### config.mk
export PLATFORM = sky130hd
export DESIGN_NAME = wdog_timer
export DESIGN_NICKNAME = d
export VERILOG_FILES = /design/src/rtl/wdog_pkg.sv /design/src/rtl/wdog_prescaler.sv /design/src/rtl/wdog_counter.sv /design/src/rtl/wdog_expiry.sv /design/src/rtl/wdog_timer.sv
export SDC_FILE = /design/constraint.sdc
export NUM_CORES = 1
export LEC_CHECK = 0
export ABC_AREA = 1
export CAP_MARGIN = 0
export CORE_AREA = 3 3 125 127
export CTS_CLUSTER_DIAMETER = 100
export CTS_CLUSTER_SIZE = 12
export DETAILED_ROUTE_END_ITERATION = 7
export DIE_AREA = 0 0 128 130
export HOLD_SLACK_MARGIN = 0.15
export PLACE_DENSITY = 0.5
export SYNTH_ARGS = -nofsm -noshare
export SYNTH_HDL_FRONTEND = slang
export SYNTH_SLANG_ARGS = --single-unit
### constraint.sdc
create_clock -name clk -period 2.4 [get_ports clk]
set_input_delay 0.48 -clock clk [delete_from_list [all_inputs] [get_ports clk]]
set_output_delay 0.48 -clock clk [all_outputs]
set_load 0.01 [all_outputs]
### src/rtl/wdog_pkg.sv
package wdog_pkg;

  localparam int BUS_W   = 16;
  localparam int PRESC_W = 8;
  localparam int DSEL_W  = 2;

  typedef enum logic [1:0] {
    REG_CTRL   = 2'd0,
    REG_RELOAD = 2'd1,
    REG_COUNT  = 2'd2
  } wdog_reg_e;

  typedef struct packed {
    logic [PRESC_W-1:0] presc;
    logic [2:0]         rsv;
    logic [DSEL_W-1:0]  dsel;
    logic               rst_en;
    logic               irq_en;
    logic               run;
  } wdog_ctrl_t;

  localparam wdog_ctrl_t CTRL_RESET = '{presc: '0, rsv: '0, dsel: '0,
                                        rst_en: 1'b1, irq_en: 1'b0, run: 1'b0};

endpackage

### src/rtl/wdog_prescaler.sv
module wdog_prescaler #(
  parameter  int PRE_W       = 8,
  parameter  int SEL_W       = 2,
  parameter  int DIV_LOG_MIN = 4,
  localparam int DIV_W       = DIV_LOG_MIN + (1 << SEL_W) - 1
) (
  input  logic             clk,
  input  logic             rst_n,
  input  logic             run,
  input  logic [PRE_W-1:0] presc,
  input  logic [SEL_W-1:0] dsel,
  output logic             tick
);

  logic [PRE_W-1:0] pre_q, pre_d;
  logic [DIV_W-1:0] div_q, div_d;
  logic [DIV_W:0]   div_span;
  logic [DIV_W-1:0] div_last;
  logic             pre_wrap, div_wrap;

  always_comb begin
    div_span = (DIV_W+1)'(1) << (DIV_LOG_MIN + int'(dsel));
    div_last = DIV_W'(div_span - 1'b1);
    pre_wrap = (pre_q == presc);
    div_wrap = (div_q == div_last);
    pre_d    = pre_q;
    div_d    = div_q;
    if (run) begin
      if (pre_wrap) begin
        pre_d = '0;
        div_d = div_wrap ? '0 : div_q + 1'b1;
      end else begin
        pre_d = pre_q + 1'b1;
      end
    end
    tick = run & pre_wrap & div_wrap;
  end

  always_ff @(posedge clk or negedge rst_n) begin
    if (!rst_n) begin
      pre_q <= '0;
      div_q <= '0;
    end else begin
      pre_q <= pre_d;
      div_q <= div_d;
    end
  end

  AST_PRESCALE_HOLD: assert property (@(posedge clk) disable iff (!rst_n)
    !run |=> ($stable(pre_q) && $stable(div_q)));

endmodule

### src/rtl/wdog_counter.sv
module wdog_counter #(
  parameter int CNT_W    = 16,
  parameter int CNT_INIT = 'h8000
) (
  input  logic             clk,
  input  logic             rst_n,
  input  logic             tick,
  input  logic             wr_cnt,
  input  logic [CNT_W-1:0] wdata,
  input  logic [CNT_W-1:0] reload,
  output logic [CNT_W-1:0] cnt_q,
  output logic             expire
);

  logic [CNT_W-1:0] cnt_d;
  logic             at_zero;

  always_comb begin
    at_zero = (cnt_q == '0);
    expire  = tick & at_zero & ~wr_cnt;
    cnt_d   = cnt_q;
    if (wr_cnt)      cnt_d = wdata;
    else if (tick)   cnt_d = at_zero ? reload : cnt_q - 1'b1;
  end

  always_ff @(posedge clk or negedge rst_n) begin
    if (!rst_n) cnt_q <= CNT_W'(CNT_INIT);
    else        cnt_q <= cnt_d;
  end

  AST_DECREMENT: assert property (@(posedge clk) disable iff (!rst_n)
    (tick && cnt_q != '0 && !wr_cnt) |=> (cnt_q == $past(cnt_q) - 1'b1));
  AST_RELOAD: assert property (@(posedge clk) disable iff (!rst_n)
    (tick && cnt_q == '0 && !wr_cnt) |=> (cnt_q == $past(reload)));
  AST_WRITE_WINS: assert property (@(posedge clk) disable iff (!rst_n)
    wr_cnt |=> (cnt_q == $past(wdata)));
  AST_HOLD_IDLE: assert property (@(posedge clk) disable iff (!rst_n)
    (!tick && !wr_cnt) |=> $stable(cnt_q));

endmodule

### src/rtl/wdog_expiry.sv
module wdog_expiry #(
  parameter  int RST_HOLD = 128,
  localparam int HOLD_W   = $clog2(RST_HOLD + 1)
) (
  input  logic clk,
  input  logic rst_n,
  input  logic expire,
  input  logic irq_en,
  input  logic rst_en,
  output logic irq_o,
  output logic rst_o
);

  logic              irq_q, irq_d;
  logic [HOLD_W-1:0] hold_q, hold_d;

  always_comb begin
    irq_d  = expire & irq_en;
    hold_d = hold_q;
    if (expire && rst_en)  hold_d = HOLD_W'(RST_HOLD);
    else if (hold_q != '0) hold_d = hold_q - 1'b1;
  end

  always_ff @(posedge clk or negedge rst_n) begin
    if (!rst_n) begin
      irq_q  <= 1'b0;
      hold_q <= '0;
    end else begin
      irq_q  <= irq_d;
      hold_q <= hold_d;
    end
  end

  assign irq_o = irq_q;
  assign rst_o = (hold_q != '0);

  AST_IRQ_SINGLE: assert property (@(posedge clk) disable iff (!rst_n)
    irq_o |=> !irq_o);
  AST_IRQ_GATED: assert property (@(posedge clk) disable iff (!rst_n)
    (expire && !irq_en) |=> !irq_o);
  AST_RST_STRETCH: assert property (@(posedge clk) disable iff (!rst_n)
    $rose(rst_o) |=> rst_o);
  AST_RST_GATED: assert property (@(posedge clk) disable iff (!rst_n)
    (!rst_o && !(expire && rst_en)) |=> !rst_o);

endmodule

### src/rtl/wdog_timer.sv
module wdog_timer
  import wdog_pkg::*;
#(
  parameter  int CNT_W    = 16,
  parameter  int CNT_INIT = 'h8000,
  parameter  int RST_HOLD = 128,
  parameter  int DIV_LOG_MIN = 4
) (
  input  logic             clk,
  input  logic             rst_n,
  input  logic             bus_sel,
  input  logic             bus_wr,
  input  logic [1:0]       bus_addr,
  input  logic [BUS_W-1:0] bus_wdata,
  output logic [BUS_W-1:0] bus_rdata,
  output logic             wdt_irq,
  output logic             wdt_rst
);

  logic             rst_meta, rst_sync;
  wdog_ctrl_t       ctl_q, ctl_d;
  logic [CNT_W-1:0] reload_q, reload_d;
  logic [CNT_W-1:0] cnt_q;
  logic             wr_en, wr_ctl, wr_reload, wr_cnt;
  logic             tick, expire;

  always_ff @(posedge clk or negedge rst_n) begin
    if (!rst_n) begin
      rst_meta <= 1'b0;
      rst_sync <= 1'b0;
    end else begin
      rst_meta <= 1'b1;
      rst_sync <= rst_meta;
    end
  end

  always_comb begin
    wr_en     = bus_sel & bus_wr;
    wr_ctl    = wr_en & (bus_addr == REG_CTRL);
    wr_reload = wr_en & (bus_addr == REG_RELOAD);
    wr_cnt    = wr_en & (bus_addr == REG_COUNT);
    ctl_d     = ctl_q;
    if (wr_ctl) begin
      ctl_d     = wdog_ctrl_t'(bus_wdata);
      ctl_d.rsv = '0;
    end
    reload_d = wr_reload ? bus_wdata[CNT_W-1:0] : reload_q;
  end

  always_ff @(posedge clk or negedge rst_sync) begin
    if (!rst_sync) begin
      ctl_q    <= CTRL_RESET;
      reload_q <= CNT_W'(CNT_INIT);
    end else begin
      ctl_q    <= ctl_d;
      reload_q <= reload_d;
    end
  end

  always_comb begin
    bus_rdata = '0;
    if (bus_sel) begin
      case (bus_addr)
        REG_CTRL:   bus_rdata = BUS_W'(ctl_q);
        REG_RELOAD: bus_rdata = BUS_W'(reload_q);
        REG_COUNT:  bus_rdata = BUS_W'(cnt_q);
        default:    bus_rdata = '0;
      endcase
    end
  end

  wdog_prescaler #(
    .PRE_W       (PRESC_W),
    .SEL_W       (DSEL_W),
    .DIV_LOG_MIN (DIV_LOG_MIN)
  ) u_prescaler (
    .clk   (clk),
    .rst_n (rst_sync),
    .run   (ctl_q.run),
    .presc (ctl_q.presc),
    .dsel  (ctl_q.dsel),
    .tick  (tick)
  );

  wdog_counter #(
    .CNT_W    (CNT_W),
    .CNT_INIT (CNT_INIT)
  ) u_counter (
    .clk    (clk),
    .rst_n  (rst_sync),
    .tick   (tick),
    .wr_cnt (wr_cnt),
    .wdata  (bus_wdata[CNT_W-1:0]),
    .reload (reload_q),
    .cnt_q  (cnt_q),
    .expire (expire)
  );

  wdog_expiry #(
    .RST_HOLD (RST_HOLD)
  ) u_expiry (
    .clk    (clk),
    .rst_n  (rst_sync),
    .expire (expire),
    .irq_en (ctl_q.irq_en),
    .rst_en (ctl_q.rst_en),
    .irq_o  (wdt_irq),
    .rst_o  (wdt_rst)
  );

  AST_STOPPED_NO_IRQ: assert property (@(posedge clk) disable iff (!rst_sync)
    !ctl_q.run |=> !wdt_irq);
  AST_STOPPED_NO_TICK: assert property (@(posedge clk) disable iff (!rst_sync)
    tick |-> ctl_q.run);

endmodule

Word-level counts from Yosys, hierarchy flattened
Cells that the tools add are included.
Word-level totals
  flip-flop bits (word level): 71
  input port bits: 22
  output and inout port bits: 18
  word-level logic and storage cells: 50
Cells by class
  add/sub/neg operators: 6
  equal/unequal tests: 4
  shift-type cells: 1
  muxes and demuxes: 9
  bitwise logic cells: 10
  reductions and logical operators: 7
Operators with widths (number)
  $mux W16: 4
  $pmux W16 S3: 1
  $shl A1 B32 Y7 const A: 1
  $mux W8: 3
  $logic_not A16 Y1: 1
  $sub A16 B1 Y16 const B: 1
  $and A1 B1 Y1: 9
  $add A8 B1 Y8 const B: 1
  $eq A8 B8 Y1: 1
  $reduce_bool A8 Y1: 1
  $sub A8 B1 Y8 const B: 1
  $add A7 B1 Y7 const B: 1
  $eq A7 B7 Y1: 1
  $mux W7: 1
  $sub A7 B1 Y7 const B: 1
  $add A3 B2 Y4 const A: 1
  $reduce_bool A2 Y1: 2
  $eq A2 B1 Y1 const B: 1
  $eq A2 B2 Y1 const B: 1
  $logic_not A2 Y1: 1
  $reduce_and A2 Y1: 1
  $logic_and A1 B1 Y1: 1
  $not A1 Y1: 1

Logic depth before layout (Yosys ltp)
Gate-level depths: netlist of the first run.
  word-level depth: 9
  mapped depth: 12
  gate-level depth less buffers: 12

Hierarchy
Synthesis of the first run repeated with hierarchy kept, for this count alone.
Unflattened totals
  cell total of the unflattened synthesis: 699
  area total of the unflattened synthesis: 4727.0 um^2
By module, submodules not included
  wdog_timer: instances 1, cells each 217, area an instance 1659.1 um^2, seq. area each 778.2 um^2
  wdog_counter: instances 1, cells each 243, area an instance 1413.9 um^2, seq. area each 401.6 um^2
  wdog_prescaler: instances 1, cells each 165, area an instance 1124.8 um^2, seq. area each 375.4 um^2
  wdog_expiry: instances 1, cells each 74, area an instance 529.3 um^2, seq. area each 225.2 um^2

Worst setup path after synthesis of the first run
No wires, ideal clock.
  kind: input to output
  start: input port bus_addr[0]
  end: output port bus_rdata[5]
  arrival time: 1.412 ns
  required time: 1.920 ns
  slack: 0.508 ns
  stages on the path: 6
  buffers on the path: 2
  cell sequence: buf_2 -> inv_2 -> nor2_1 -> clkbuf_1 -> nand2_1 -> a21oi_1
On the way
  word-level cells in the longest chain between the ends: 3
  elaborated cells on any way between the ends: 5
  those cells by class: eq/ne (2); mux (2); reduce/logical (1)
RTL lines
  from (decl): line wdog_timer.sv:13  | input logic [1:0] bus_addr,
  $eq A2 B2 Y1 (tied with other cells): line wdog_timer.sv:63  | case (bus_addr)
  $pmux W16 S3 *: line wdog_timer.sv:63
  $mux W16 *: line wdog_timer.sv:62  | if (bus_sel) begin
  to (decl): line wdog_timer.sv:15  | output logic [BUS_W-1:0] bus_rdata,
Mark *: on every way between the ends. The rest lies on a longest branch, timed or not.

Worst setup path after layout of the first run
  start: input port bus_addr[1]
  end: output port bus_rdata[2]
The elaborated chain is that of the path after synthesis.

==> metrics.md, run 1 <==
| Metric | Value |
|---|---|
| Number of port buffers | 39 |
| Setup CP Type | in -> out |
| Clock insertion delay at the later pin of the skew report | 0.34 ns |
| Startpoint types | input pin |
| Leading cell type in the layout, fill and taps excluded | nand2_1 |
| Status | finished clean |
| Path category of the worst min-delay check | reg -> async |
| Pin count of the biggest net entering global routing | 46 |
| Simple-Gate Fraction of Synth Area | 31.9% |
| Initial Utilization | 30.1% |
| Mean post-synth cell area | 6.95 um2 |
| Part of the total power dissipated in the clock network | 29.7% |
| Count of flip-flops with a built-in enable after synthesis | 0 |
| Fin Clk Skew | 0.00731 ns |
| Antenna cell count | 0 |
| Worst path max stage delay | 0.32 ns |
| Critical path data arrival time | 1.79 ns |
| Max Fanout on Critical Path | 9 |
| Number of library cell types mapped by synthesis | 40 |
| Share of the synthesized netlist area taken by xor and xnor gates | 3.40% |
| Area growth from synthesis to layout | 23.6% |
| Kind of capture point of the worst setup path | primary output |
| Post-route antenna net violation count | 0 |
| Number of global-route vias before repair | 4033 |
| Reg power frac | 40.0% |
| Number of H-tree levels | 3 |
| Ys flop type | dfrtp_1 |
| Synthesis-stage register bit count | 71 |
| Number of core rows | 44 |
| Fin crit period | 2.27 ns |
| CTS Buffer Depth | 2 |
| Total standard cell area after synthesis | 4370 um2 |
| Tot Pwr | 4350 uW |
| Total gr overflow | 0 |
| Die extent in y | 130 um |
| Initial drt markers | 275 |
| Clock tree root buffer cell | clkbuf_16 |
| Routed wire length on met2 | 5.55 mm |
| Final Routed Wirelength | 12.1 mm |
| Data required, critical path | 1.92 ns |
| Largest family of logic cells by synthesized area | simple AND/OR/NAND/NOR gates |
| Cells traversed along the worst timing path | dlygate4sd2_1 > buf_4 > nor2_1 > buf_4 > nand2_1 > o221ai_1 > nand2_1 > inv_1 > dlygate4sd2_1 |
| Pre-Repair DR Iteration Count | 5 |
| Initial antenna violation count | 0 |
| Clock tree from TritonCTS | built |
| Cell internal pwr | 2770 uW |
| Via count | 4068 |
| Yosys warns | 0 |
| Worst ir drop on vdd | 0.000363 V |
| Count of final setup violators | 0 |
| Layout cell share with drive strength beyond 1 | 10.2% |
| Met3 WL post-DR | 495 um |
| Number of nets at the end of the flow | 710 |
| Slew Limit Headroom | 58.8% |
| Wire length per cell | 13.9 um |
| Tot GR Track Use | 15.3% |
| Clock sink total | 71 |
| Clock-pin slew on the worst setup and hold paths | 0.05 ns |
| Unrepaired setup endpoints after global routing | false |
| Hold Vio Cnt, Final | 0 |
| Areal power density over the cells | 805 nW/um2 |
| Routed via count divided by cell count | 4.66 |
| Switching fraction of total power | 36.3% |
| Post-synthesis sequential area ratio | 40.7% |
| Slew Viols, Final | 0 |
| Top layer used by detailed routing | met4 |
| Fmax achieved | 441 MHz |
| Post-route DRC | 0 |
| Net switching component of the power | 1580 uW |
| Number of placed I/O pins | 40 |
| Leakage power summed over all cells | 0.00280 uW |
| Cell with the largest stage delay on the worst path | dlygate4sd2_1 |
| Synthesized netlist net count | 655 |
| Number of CTS-inserted buffers | 9 |
| Routability cong. | 0.818 |
| Maximum capacitance violations | 0 |
| Width of the die | 128 um |
| Estimated wirelength of the detail-placed design | 9.04 mm |
| Post-route fraction of the period consumed by the critical path | 94.4% |
| Wire length of the first global-routing pass | 20.1 mm |
| Portion of netlist area occupied by mux cells | 0.744% |
| Least-Margin Pin Slew | 0.619 ns |
| Commonest non-fill, non-tap cells in the layout | 211 x nand2_1, 94 x inv_1, 67 x dfrtp_1 |
| Die area | 16600 um2 |
| Core box area | 14500 um2 |
| Final worst-path setup slack | 0.135 ns |
| Post-synth ARST share | 100% |
| Power share of the combinational group | 30.4% |
| Cts hold-fix bufs | 0 |
| Routed metal-1 wire length | 5.90 mm |
| Adder-cell share of the synthesized area | 1.14% |
| Post-synthesis compound-gate area fraction | 11.0% |
| Cells after Synth | 629 |
| Worst-case setup slack after placement | -0.355 ns |
sequential cells by signal, summed over array words and instances, names as in the netlist:
| register | count |
|---|---|
| rst_sync | 1 |
| u_prescaler.pre_q | 8 |
| ctl_q | 13 |
| reload_q | 16 |
| rst_meta | 1 |
| u_counter.cnt_q | 16 |
| u_expiry.hold_q | 8 |
| u_expiry.irq_o | 1 |
| u_prescaler.div_q | 7 |
repair_timing:
action,CTS,global route
setup buffers,1,0
setup endpoints to repair,17,1
cloned,1,0
hold endpoints to repair,0,0
resized for setup,30,2
worst max-delay path: cells and delay by family:
family,cells,cell delay (ns)
AND/OR/NAND/NOR,3,0.20
AO/OA/AOI/OAI,1,0.11
buffers and inverters,5,0.98
through the flow:
stage / setup TNS, ns / util, % / instances / area [um2] / hold slack [ns]
6_report: 0 / 37.2 / 873 / 5400 / 0.286
3_3_place_gp: -4.22 / 35.1 / 855 / 5100 / 0.312
2_1_floorplan: 0 / - / 629 / 4370 / 0.184
3_5_place_dp: -4.43 / 35.1 / 855 / 5100 / 0.313
4_1_cts: 0 / 37.1 / 873 / 5400 / 0.292
5_1_grt: 0 / 37.2 / 873 / 5400 / 0.297
area by class of cell:
cell class	instances	area, um2
fill	1598	9130
multi-input combinational	437	2130
sequential	71	1780
timing repair buffer	63	597
inverter	102	383
clock buffer	16	282
tap	184	230
power groups by stage:
stage	Sequential, uW	Combinational (uW)	Clock (uW)
floorplan	1690	973	0
global placement	1750	1310	0
detailed placement	1750	1330	0
CTS	1730	1330	1330
global route	1790	1530	1380
finish	1740	1320	1290
layer usage:
metal  track usage (%)  up-vias
li1                  -     2077
met1              21.0     1896
met2              24.2       84
met3              2.91       11
met4              5.56        0
met5                 0        -
kinds of logic after synthesis:
group	after synthesis
other	1
flip-flops	71
multiplexers	3
XOR/XNOR	17
AND/OR/NAND/NOR	323
adder cells (fa/ha/maj)	4
buffers and inverters	121
AO/OA/AOI/OAI	89
path summary, 6_finish.rpt:
| check | slack (ns) | cells after the start | from | end |
|---|---|---|---|---|
| setup / recovery | 0.13 | 9 | bus_addr[1] | bus_rdata[2] |
| hold reg to reg | 0.29 | 0 | rst_sync | u_expiry.hold_q[6] |
| max in group asynchronous | 1.39 | 1 | rst_sync | ctl_q[2] |
| min in group clk | 0.35 | 0 | rst_meta | rst_sync |
| hold / removal | 0.29 | 0 | rst_sync | u_expiry.hold_q[6] |
| setup reg to reg | 0.39 | 11 | u_counter.cnt_q[0] | u_expiry.hold_q[0] |
cells in the mapped netlist (all sizes together), types with 2 or more instances:
cell type  number  area [um2]
nand2         213         810
inv           100         375
dfrtp          68        1700
o21ai          67         339
nand3          48         255
nor2           41         179
buf            11        67.6
nor3           10        50.1
xor2           10        87.6
a21oi           8        43.8
clkbuf          8        30.0
xnor2           7        61.3
nand4           5        61.3
o22ai           5        31.3
ha              4        50.1
dfstp           3        78.8
o211ai          3        22.5
o31ai           3        22.5
or2             3        18.8
clkinv          2        7.51
mux2            2        22.5
Note: power is estimated with default switching activity, not from simulation.
==> run 2: changes to the inputs <==
--- a/config.mk
+++ b/config.mk
@@ -17,3 +17,4 @@
 export SYNTH_ARGS = -nofsm -noshare
 export SYNTH_HDL_FRONTEND = slang
 export SYNTH_SLANG_ARGS = --single-unit
+export TNS_END_PERCENT = 5
==> metrics.md, run 2 (synthesis results as in run 1) <==
| Metric | Value |
|---|---|
| Status | finished, violations left (was finished clean) |
| Violated checks | negative setup slack |
| Initial Utilization | 30.1% (unchanged) |
| Antenna cell count | 0 (unchanged) |
| Clock tree from TritonCTS | built (unchanged) |
| Fin crit period | 2.41 ns (was 2.27 ns) |
| Slew Limit Headroom | 58.8% (about the same) |
| Wire length of the first global-routing pass | 20.0 mm (was 20.1 mm) |
| Critical Path Sink | bus_rdata[2] (unchanged) |
| Fin Clk Skew | 0.00755 ns (was 0.00731 ns) |
| Kind of capture point of the worst setup path | primary output (unchanged) |
| Initial antenna violation count | 0 (unchanged) |
| Final Cell Area | 5390 um2 (was 5400 um2) |
| Clock insertion delay at the later pin of the skew report | 0.34 ns (about the same) |
| Worst ir drop on vdd | 0.000363 V (about the same) |
| Total gr overflow | 0 (unchanged) |
| Routability cong. | 0.818 (unchanged) |
| Number of nets at the end of the flow | 709 (was 710) |
| Path category of the worst min-delay check | reg -> async (unchanged) |
| Pre-Repair DR Iteration Count | 5 (unchanged) |
| Number of port buffers | 39 (unchanged) |
| Unrepaired setup endpoints after global routing | true (was false) |
| Biggest regs | reload_q (16), u_counter.cnt_q (16), ctl_q (13) (unchanged) |
| Die extent in y | 130 um (unchanged) |
| Slew Viols, Final | 0 (unchanged) |
| Startpoint types | input pin (unchanged) |
| Areal power density over the cells | 807 nW/um2 (was 805 nW/um2) |
| Setup CP Type | in -> out (unchanged) |
| Width of the die | 128 um (unchanged) |
| Post-route DRC | 0 (unchanged) |
| Number of global-route vias before repair | 4018 (was 4033) |
| Final Routed Wirelength | 12.1 mm (about the same) |
| Maximum capacitance violations | 0 (unchanged) |
| Wire length per cell | 13.9 um (about the same) |
| Grt met2 use | 24.1% (was 24.2%) |
| Leading cell type in the layout, fill and taps excluded | nand2_1 (unchanged) |
| Setup fix buffers added after clock tree synthesis | 0 (was 1) |
| Via count | 4074 (was 4068) |
| Hold Vio Cnt, Final | 0 (unchanged) |
| Post-route fraction of the period consumed by the critical path | 101% (was 94.4%) |
| GR met1 Demand/Resource | 21.0% (unchanged) |
| Fmax achieved | 415 MHz (was 441 MHz) |
| Tot GR Track Use | 15.3% (about the same) |
| Area growth from synthesis to layout | 23.3% (was 23.6%) |
| Final worst-path setup slack | -0.0122 ns (was 0.135 ns) |
| Number of core rows | 44 (unchanged) |
| Commonest non-fill, non-tap cells in the layout | 211 x nand2_1, 94 x inv_1, 67 x dfrtp_1 (unchanged) |
| Routing usage on met3 | 2.91% (unchanged) |
| Post-route antenna net violation count | 0 (unchanged) |
| Number of CTS-inserted buffers | 9 (unchanged) |
| Cts hold-fix bufs | 0 (unchanged) |
| Total area of multi-input combinational cells | 2130 um2 (unchanged) |
| Worst hold slack | 0.285 ns (was 0.286 ns) |
| GRT busiest layer | met2 (unchanged) |
| CTS Buffer Depth | 2 (unchanged) |
| Clock sink total | 71 (unchanged) |
| Reg2reg setup slack | 0.40 ns (was 0.39 ns) |
| Data required, critical path | 1.92 ns (about the same) |
| Die area | 16600 um2 (unchanged) |
| Worst reg2reg path startpoint | u_counter.cnt_q[0] (unchanged) |
| Layout cell share with drive strength beyond 1 | 10.5% (was 10.2%) |
| Initial drt markers | 236 (was 275) |
| Routed via count divided by cell count | 4.67 (was 4.66) |
| Worst reg-to-reg path cell count | 11 (unchanged) |
| Critical path data arrival time | 1.93 ns (was 1.79 ns) |
| Number of H-tree levels | 3 (unchanged) |
| Pin count of the biggest net entering global routing | 46 (unchanged) |
| Number of placed I/O pins | 40 (unchanged) |
| Total placed instance area | 5100 um2 (unchanged) |
| Clock-pin slew on the worst setup and hold paths | 0.05 ns (about the same) |
| Core box area | 14500 um2 (unchanged) |
| Reg area | 1780 um2 (unchanged) |
| Max Fanout on Critical Path | 9 (unchanged) |
| Crit. Startpoint | bus_addr[0] (was bus_addr[1]) |
| Fillers | 1596 (was 1598) |
| Least-Margin Pin Slew | 0.617 ns (was 0.619 ns) |
| Leakage power summed over all cells | 0.00279 uW (was 0.00280 uW) |
| Count of final setup violators | 1 (was 0) |
| End of the worst register-to-register path | u_expiry.hold_q[0] (unchanged) |
| Estimated wirelength of the detail-placed design | 9.04 mm (unchanged) |
| Clock tree root buffer cell | clkbuf_16 (unchanged) |
[run 2: cell types whose count changed in the layout (fill, tap and decap cells not counted), sizes merged]
cell and delta:
clkdlybuf4s50 +1, dlygate4sd2 -7, buf -1, clkdlybuf4s15 +2, dlymetal6s2s +1, clkbuf +3
[run 2: worst min-delay path by stage]
stage                     startpoint                  to  slack [ns]  cells after the start
after CTS                      rst_n            rst_meta        0.29                      1
after global routing           rst_n            rst_meta        0.30                      1
after detailed placement    rst_sync  u_expiry.hold_q[6]        0.31                      0
after global placement      rst_sync  u_expiry.hold_q[7]        0.31                      0
after floorplan                rst_n            rst_meta        0.18                      0
final                       rst_sync  u_expiry.hold_q[6]        0.29                      0
[run 2: where the power goes]
| group | total, uW | internal [uW] | switching (uW) | leakage, uW |
|---|---|---|---|---|
| Sequential | 1740 | 1460 | 276 | 0.000859 |
| Clock | 1290 | 787 | 503 | 0.000137 |
| Combinational | 1320 | 523 | 801 | 0.00180 |
[run 2: through the flow]
| step | setup WS (ns) | TNS [ns] | total power, uW | util [%] | cells |
|---|---|---|---|---|---|
| after detailed placement | -0.355 | -4.43 | 3080 | 35.1 | 855 |
| after global routing | -0.126 | -0.225 | 4700 | 37.1 | 872 |
| after floorplan | 0.282 | 0 | 2660 | - | 629 |
| after CTS | -0.235 | -0.266 | 4390 | 37.1 | 872 |
| final | -0.0122 | -0.0122 | 4350 | 37.1 | 872 |
| after global placement | -0.339 | -4.22 | 3070 | 35.1 | 855 |
[run 2: timing repair]
item / 4_1_cts / 5_1_grt
cloned: 1 / 0
setup endpoints to repair: 17 / 15
pin swaps: 0 / 0
hold endpoints to repair: 0 / 0
gates resized for setup: 28 / 17
[run 2: layout make-up]
| class | count | area share, % |
|---|---|---|
| inverter | 102 | 7.10 |
| sequential | 71 | 33.0 |
| clock buffer | 16 | 5.22 |
| tap | 184 | 4.27 |
| multi-input combinational | 437 | 39.5 |
| timing repair buffer | 62 | 10.9 |
[run 2: critical path, stage by stage]
cell             delay (ns)
clkdlybuf4s50_1        0.49
buf_4                  0.17
nor2_1                 0.05
buf_4                  0.15
nand2_1                0.08
o221ai_1               0.12
nand2_1                0.08
inv_1                  0.03
dlygate4sd2_1          0.27
[run 2: routing by layer]
metal  up-vias  wire (um)
li1       2077          -
met4         0        166
met2        76       5500
met1      1910       5890
met5         -          0
met3        11        531
